===== src/rtl/btn_alu_pkg.sv =====
package btn_alu_pkg;
  typedef enum logic [1:0] {
    FN_PASS_A = 2'b00,
    FN_PASS_B = 2'b01,
    FN_ADD    = 2'b10,
    FN_SUB    = 2'b11
  } alu_fn_e;

  typedef enum logic [1:0] {
    PH_LIVE  = 2'b00,
    PH_GOT_A = 2'b01,
    PH_SUM   = 2'b10,
    PH_DIFF  = 2'b11
  } phase_e;
endpackage


===== src/rtl/press_detect.sv =====
module press_detect (
  input  logic clk,
  input  logic rst,
  input  logic btn,
  output logic press
);
  logic btn_q;

  always_ff @(posedge clk) begin
    if (rst) btn_q <= 1'b0;
    else     btn_q <= btn;
  end

  assign press = btn & ~btn_q;

  // a press never lasts two consecutive cycles
  a_r8_single_pulse: assert property (@(posedge clk) disable iff (rst)
    press |=> !press);
endmodule


===== src/rtl/seq_ctrl.sv =====
module seq_ctrl
  import btn_alu_pkg::*;
(
  input  logic    clk,
  input  logic    rst,
  input  logic    press,
  output logic    ld_a,
  output logic    ld_b,
  output logic    live_sel,
  output alu_fn_e fn
);
  phase_e phase, phase_nx;

  always_comb begin
    phase_nx = phase;
    if (press) begin
      case (phase)
        PH_LIVE:  phase_nx = PH_GOT_A;
        PH_GOT_A: phase_nx = PH_SUM;
        PH_SUM:   phase_nx = PH_DIFF;
        default:  phase_nx = PH_SUM;
      endcase
    end
  end

  always_ff @(posedge clk) begin
    if (rst) phase <= PH_LIVE;
    else     phase <= phase_nx;
  end

  assign ld_a     = press && (phase == PH_LIVE);
  assign ld_b     = press && (phase == PH_GOT_A);
  assign live_sel = (phase == PH_LIVE);

  always_comb begin
    case (phase)
      PH_SUM:  fn = FN_ADD;
      PH_DIFF: fn = FN_SUB;
      default: fn = FN_PASS_A;
    endcase
  end

  // never both operand loads in one cycle
  a_r9_one_load: assert property (@(posedge clk) disable iff (rst)
    $onehot0({ld_a, ld_b}));
  // sum and difference alternate on each press
  a_r6_sum_to_diff: assert property (@(posedge clk) disable iff (rst)
    (press && phase == PH_SUM) |=> (phase == PH_DIFF));
  a_r6_diff_to_sum: assert property (@(posedge clk) disable iff (rst)
    (press && phase == PH_DIFF) |=> (phase == PH_SUM));
  // without a press the phase holds
  a_r8_phase_hold: assert property (@(posedge clk) disable iff (rst)
    !press |=> $stable(phase));
endmodule


===== src/rtl/opnd_regs.sv =====
module opnd_regs #(
  parameter int W = 8
) (
  input  logic         clk,
  input  logic         rst,
  input  logic         ld_a,
  input  logic         ld_b,
  input  logic [W-1:0] din,
  output logic [W-1:0] a_q,
  output logic [W-1:0] b_q
);
  always_ff @(posedge clk) begin
    if (rst) begin
      a_q <= '0;
      b_q <= '0;
    end else begin
      if (ld_a) a_q <= din;
      if (ld_b) b_q <= din;
    end
  end

  // operands change only on their own load strobe
  a_r9_a_hold: assert property (@(posedge clk) disable iff (rst)
    !ld_a |=> $stable(a_q));
  a_r9_b_hold: assert property (@(posedge clk) disable iff (rst)
    !ld_b |=> $stable(b_q));
endmodule


===== src/rtl/alu_core.sv =====
module alu_core
  import btn_alu_pkg::*;
#(
  parameter int W = 8
) (
  input  logic [W-1:0] a,
  input  logic [W-1:0] b,
  input  alu_fn_e      fn,
  output logic [W-1:0] res,
  output logic         neg,
  output logic         ovf
);
  logic [W:0] sum_w;
  assign sum_w = {1'b0, a} + {1'b0, b};

  always_comb begin
    res = a;
    neg = 1'b0;
    ovf = 1'b0;
    case (fn)
      FN_PASS_A: res = a;
      FN_PASS_B: res = b;
      FN_ADD: begin
        res = sum_w[W-1:0];
        ovf = sum_w[W];
      end
      default: begin
        if (a >= b) begin
          res = a - b;
        end else begin
          res = b - a;
          neg = 1'b1;
        end
      end
    endcase
  end
endmodule


===== src/rtl/btn_alu.sv =====
module btn_alu
  import btn_alu_pkg::*;
#(
  parameter int W = 8
) (
  input  logic         clk,
  input  logic         rst,
  input  logic         enter_btn,
  input  logic [W-1:0] sw_in,
  output logic [W-1:0] res_out,
  output logic         neg_flag,
  output logic         ovf_flag
);
  logic         press, ld_a, ld_b, live_sel;
  alu_fn_e      fn;
  logic [W-1:0] a_q, b_q, alu_res;
  logic         alu_neg, alu_ovf;

  press_detect u_press (
    .clk(clk), .rst(rst), .btn(enter_btn), .press(press)
  );

  seq_ctrl u_ctrl (
    .clk(clk), .rst(rst), .press(press),
    .ld_a(ld_a), .ld_b(ld_b), .live_sel(live_sel), .fn(fn)
  );

  opnd_regs #(.W(W)) u_regs (
    .clk(clk), .rst(rst), .ld_a(ld_a), .ld_b(ld_b),
    .din(sw_in), .a_q(a_q), .b_q(b_q)
  );

  alu_core #(.W(W)) u_alu (
    .a(a_q), .b(b_q), .fn(fn),
    .res(alu_res), .neg(alu_neg), .ovf(alu_ovf)
  );

  always_ff @(posedge clk) begin
    if (rst) begin
      res_out  <= '0;
      neg_flag <= 1'b0;
      ovf_flag <= 1'b0;
    end else if (live_sel) begin
      res_out  <= sw_in;
      neg_flag <= 1'b0;
      ovf_flag <= 1'b0;
    end else begin
      res_out  <= alu_res;
      neg_flag <= alu_neg;
      ovf_flag <= alu_ovf;
    end
  end

  // the two flags are mutually exclusive
  a_r7_flags_exclusive: assert property (@(posedge clk) disable iff (rst)
    !(neg_flag && ovf_flag));
  // pass modes leave both flags clear
  a_r10_pass_clear: assert property (@(posedge clk) disable iff (rst)
    (fn == FN_PASS_A || fn == FN_PASS_B) |=> (!neg_flag && !ovf_flag));
  // live phase follows the switches one edge later
  a_r2_live_follow: assert property (@(posedge clk) disable iff (rst)
    live_sel |=> (res_out == $past(sw_in)));
  // an addition never reports a negative result
  a_r5_add_not_neg: assert property (@(posedge clk) disable iff (rst)
    (fn == FN_ADD) |=> !neg_flag);
endmodule


===== config.mk =====
export PLATFORM = sky130hd
export DESIGN_NAME = btn_alu
export DESIGN_NICKNAME = d
export VERILOG_FILES = /design/src/rtl/btn_alu_pkg.sv /design/src/rtl/press_detect.sv /design/src/rtl/seq_ctrl.sv /design/src/rtl/opnd_regs.sv /design/src/rtl/alu_core.sv /design/src/rtl/btn_alu.sv
export SDC_FILE = /design/constraint.sdc
export NUM_CORES = 1
export LEC_CHECK = 0
export ABC_AREA = 0
export CAP_MARGIN = 20
export CORE_MARGIN = 2
export CORE_UTILIZATION = 30
export CTS_BUF_LIST = sky130_fd_sc_hd__clkbuf_8
export CTS_CLUSTER_DIAMETER = 150
export DETAILED_ROUTE_END_ITERATION = 10
export DONT_BUFFER_PORTS = 1
export PLACE_DENSITY_LB_ADDON = 0.1
export SKIP_LAST_GASP = 1
export SLEW_MARGIN = 20
export SYNTH_ARGS = -nofsm -noshare
export SYNTH_HDL_FRONTEND = slang
export SYNTH_SLANG_ARGS = --single-unit

===== constraint.sdc =====
create_clock -name clk -period 7 [get_ports clk]
set_clock_uncertainty 0.1 [all_clocks]
set_input_delay 0.7 -clock clk [delete_from_list [all_inputs] [get_ports clk]]
set_output_delay 0.7 -clock clk [all_outputs]
set_load 0.02 [all_outputs]

## Word level (Yosys, flattened, before mapping)

Cells that the tools add are included.

| word-level totals | value |
|---|---|
| flip-flop bits (word level) | 29 |
| latch bits | 0 |
| memory bits (writable) | 0 |
| ROM bits | 0 |
| input bits | 11 |
| output and inout bits | 10 |
| word-level logic and storage cells | 31 |
| memories kept | 0 |

| operators by class | value |
|---|---|
| add/sub/neg operators | 3 |
| $mul | 0 |
| div/mod/pow operators | 0 |
| order comparisons | 1 |
| equality and inequality tests | 5 |
| shifts and indexed selects | 0 |
| mux-type cells | 6 |
| bitwise operators | 3 |
| reductions and logical operators | 6 |

Operators with widths:

| operator | count |
|---|---|
| case mux 8 bit (3 select lines) | 1 |
| two-way mux 8 bit | 2 |
| subtractor 8 bit | 2 |
| adder 8 x 8 -> 9 bit | 1 |
| greater-or-equal comparator 8 bit | 1 |
| case mux 2 bit (2 select lines) | 2 |
| equality test 2 bit (second input constant) | 3 |
| OR reduction 5 bit | 1 |
| equality test 2 x 1 -> 1 bit (second input constant) | 2 |
| logical NOT 2 bit | 2 |
| OR reduction 3 bit | 1 |
| logical AND 1 bit | 2 |
| inverter 1 bit | 2 |
| bitwise AND 1 bit | 1 |
| two-way mux 1 bit | 1 |

## Depth between registers and ports, before layout

| logic depth | value |
|---|---|
| word-level depth | 5 |
| depth in mapped cells | 9 |
| gate-level depth less buffers | 9 |

## By module

A second synthesis with hierarchy kept.

| second synthesis, totals | value |
|---|---|
| cells, all modules | 261 |
| area, all modules | 2254.7 sq um |

Modules (own cells, without submodules):

| module | instances | cells an instance | area an instance (sq um) | seq. area each (sq um) |
|---|---|---|---|---|
| alu_core | 1 | 164 | 1196.1 | 0.0 |
| opnd_regs | 1 | 52 | 579.3 | 320.3 |
| btn_alu | 1 | 30 | 341.6 | 200.2 |
| seq_ctrl | 1 | 12 | 90.1 | 40.0 |
| press_detect | 1 | 3 | 47.5 | 20.0 |

## Worst setup path after synthesis

No wires, ideal clock.

| timing | value |
|---|---|
| kind | register -> register |
| start point | register u_regs.a_q[5] |
| end point | register res_out[7] |
| library setup time | 0.122 ns |
| data arrival time | 2.284 ns |
| required time | 6.778 ns |
| path slack | 4.494 ns |
| stages on the path, launching flop included | 9 |
| path buffers | 0 |
| clock period less this slack | 2.506 ns |
| path through | dfxtp_1 > inv_1 > ha_1 > a21o_1 > a21o_1 > a211oi_4 > mux2_2 > a221oi_1 > nor2_1 |

| between the ends | value |
|---|---|
| longest elaborated chain between the ends | 4 |
| elaborated cells on any way between the ends | 7 |
| those cells by class | 3 x add/sub; 1 x order compare; 3 x mux |

RTL lines:

| item | RTL line | RTL |
|---|---|---|
| start: declaration | opnd_regs.sv:9 | `output logic [W-1:0] a_q,` |
| start signal: assignment | opnd_regs.sv:17 | `if (ld_a) a_q <= din;` |
| subtractor 8 bit, or another cell as far along | alu_core.sv:31 | `res = b - a;` |
| two-way mux 8 bit | alu_core.sv:28 | `if (a >= b) begin` |
| case mux 8 bit (3 select lines) (*) | alu_core.sv:20 | `case (fn)` |
| two-way mux 8 bit (*) | btn_alu.sv:43 | `end else if (live_sel) begin` |
| end signal: assignment | btn_alu.sv:44 | `res_out <= sw_in;` |
| end signal: assignment | btn_alu.sv:48 | `res_out <= alu_res;` |
| end: declaration | btn_alu.sv:10 | `output logic [W-1:0] res_out,` |

Mark *: on every way between the ends. The rest lies on a longest branch, timed or not.
A chain may end at the register's enable or synchronous reset.

## Worst setup path after layout

Same ends and word-level chain as after synthesis.

==> flow_metrics.tcl <==
set metrics [dict create \
    drtAntennaViolNets 0 \
    seq_area_frac_synth 0.273 \
    hold_viol 0 \
    min_period_ns 2.88 \
    fin_crit_sh 0.412 \
    rows 30 \
    die_x_um 88.2 \
    internal_power_w 0.000350 \
    netlist_area_sq_um 2130 \
    clock.fmax_mhz 347 \
    synth_enable_flop_cells 0 \
    p_comb_frac 0.265 \
    switching_power_w 0.000170 \
    insertion_delay_ns 0.28 \
    cts_buffers 5 \
    cts_root_buffer "clkbuf_8" \
    crit_start "u_regs.a_q[5]" \
    numPortBuffers 0 \
    drc 0 \
    worst_path_most_repeated_cell "a21o_1" \
    slowest_delay_ns 0.52 \
    start_util 0.312 \
    worst_hold_slack_ns 0.377 \
    first_iter_violations 95 \
    path_cells "inv_1 -> ha_1 -> a21o_1 -> a21o_1 -> a211oi_4 -> mux2_2 -> a221oi_1 -> nor2_1" \
    postCtsResizedCells 0 \
    dieArea_sq_um 7780 \
    cts_setup_buffers 0 \
    hold_class "in -> reg" \
    ys_warn_count 0 \
    max_slew_margin 0.437 \
    power.density_nw_per_um2 224 \
    drive_gt1_frac 0.0560 \
    finish.utilization 0.340 \
    clk_path_buf_depth 2 \
    worstPathArrival_ns 2.95 \
    path_delay_family "compound AO/OA/AOI/OAI gates" \
    critPathBufInv 1 \
    crit_required_ns 7.07 \
    synth_ff_type "dfxtp_1" \
    ir_worst_vdd_v 0.0000599 \
    cts_sinks 29 \
    placed_area_sq_um 2210 \
    syn_nets 311 \
    syn_avg_cell_area_sq_um 7.82 \
    wl_per_cell_um 15.4 \
    grt-ovfl-total 0 \
    critPathSlowestCell "a211oi_4" \
    num_vias 1800 \
    antenna_cells 0 \
    clockPowerShare 0.354 \
    grt_util_all_layers 0.157 \
    p_leak_nw 0.898 \
    synth-async-reset-ratio 0 \
    htree_levels 2 \
    power_frac_seq 0.381 \
    cts.clk_slew.worst_paths_ns 0.07 \
    status "finished, final reports clean" \
    worst_pin_slew_ns 0.823 \
    syn_inst 272 \
    via_per_inst 4.95 \
    fin_area_sq_um 2320 \
    grt_max_degree 32 \
    worstPathMaxFanout 13 \
    startpoint_type "flop" \
    grt_pass1_vias 1741 \
    drt-total-wl_um 5610 \
    fin_setup_tns_ns 0 \
    io_pins 21 \
    rsz0062_at_grt "no" \
    r2r_start "u_regs.a_q[5]" \
    crit_type "reg -> reg" \
    drv_slew 0 \
    core_area_sq_um 6830 \
    synth.distinct_cells 42 \
    dr.pass1.iters 4 \
    die_h_um 88.2 \
    areaGrowthSynthToFinish_pct 9.11 \
    finalSetupViolations 0 \
    final_nets 306 \
    hold_buffers 0 \
    cts_tree "done" \
    antenna_found_initial 0 \
    ys_ff_latch 29 \
    grt_pass1_wl_um 9210 \
    hold_start "rst" \
    end_kind "flop" \
    drv_cap 0 \
    gp_congestion 0.795 \
    dp_hpwl_um 4170 \
    swShare 0.327 \
]
==> final cells by class <==
class,count,area [sq um]
multi-input cells,207,1410
flip-flops and latches,29,581
fillers,769,4510
inverters,23,86.3
clock buffers,6,82.6
repair buffers,1,7.51
well taps,96,120
clock inverters,2,33.8
==> routing by layer <==
| layer | track usage | wire length (um) | vias up |
|---|---|---|---|
| met4 | 0.0455 | 61 | 0 |
| met5 | 0 | 0 | - |
| met3 | 0.0317 | 213 | 4 |
| met2 | 0.239 | 2490 | 29 |
| li1 | - | - | 926 |
| met1 | 0.225 | 2850 | 841 |
==> layout by cell type, fill, tap and decap left out, types with 5 or more instances in the layout <==
cell,count
nor3_1,7
nor2_1,14
inv_1,24
a21oi_1,37
nand3b_1,5
nand2b_1,5
o21ai_0,6
ha_1,25
dfxtp_1,29
xnor2_1,5
nand2_1,42
nor2b_1,5
a211oi_1,8
o22ai_1,5
clkbuf_8,6
mux2i_1,6
==> per-stage QoR <==
stage	instances	setup slack [ns]	total power [W]
after floorplan	272	4.49	0.000311
after detailed placement	356	4.14	0.000340
after global routing	364	3.94	0.000554
after CTS	364	4.10	0.000529
final	364	4.12	0.000520
after global placement	356	4.13	0.000342
==> path summary, 6_finish.rpt <==
path,to,slack [ns],cells past startpoint
hold / removal,u_regs.a_q[6],0.38,1
setup / recovery,res_out[7],4.12,8
setup reg to reg,res_out[7],4.12,8
hold reg to reg,u_regs.b_q[7],0.39,2
==> synthesized netlist by cell type, drive strengths merged (6+ instances only) <==
library cell  number  area (sq um)
a211oi             9          80.1
a21oi             37           185
clkbuf            12          45.0
dfxtp             29           581
ha                25           313
inv               23          86.3
mux2i              6          60.1
nand2             42           158
nor2              14          52.6
nor3               7          35.0
o21ai              6          30.0
==> flip-flops by register name (all words and copies together), names as in the netlist <==
register       count
u_ctrl.phase       2
u_press.btn_q      1
u_regs.b_q         8
neg_flag           1
ovf_flag           1
u_regs.a_q         8
res_out            8
==> power by group through the flow <==
stage	clock, W	sequential (W)	combinational (W)
after floorplan	0	0.000196	0.000115
after global placement	0	0.000202	0.000140
after detailed placement	0	0.000202	0.000138
after CTS	0.000191	0.000198	0.000139
after global routing	0.000199	0.000200	0.000155
final	0.000184	0.000198	0.000138
==> kinds of logic (layout without fill, tap and decap cells) <==
logic type               after synthesis  count (layout)  synth area share
AO/OA/AOI/OAI                         77              77             0.233
XOR/XNOR                               6               6            0.0247
adder cells (fa/ha/maj)               28              28             0.175
buffers and inverters                 36              32            0.0641
flip-flops                            29              29             0.273
multiplexers                           7               7            0.0335
AND/OR/NAND/NOR                       89              89             0.197
Note: power is estimated with default switching activity, not from simulation.
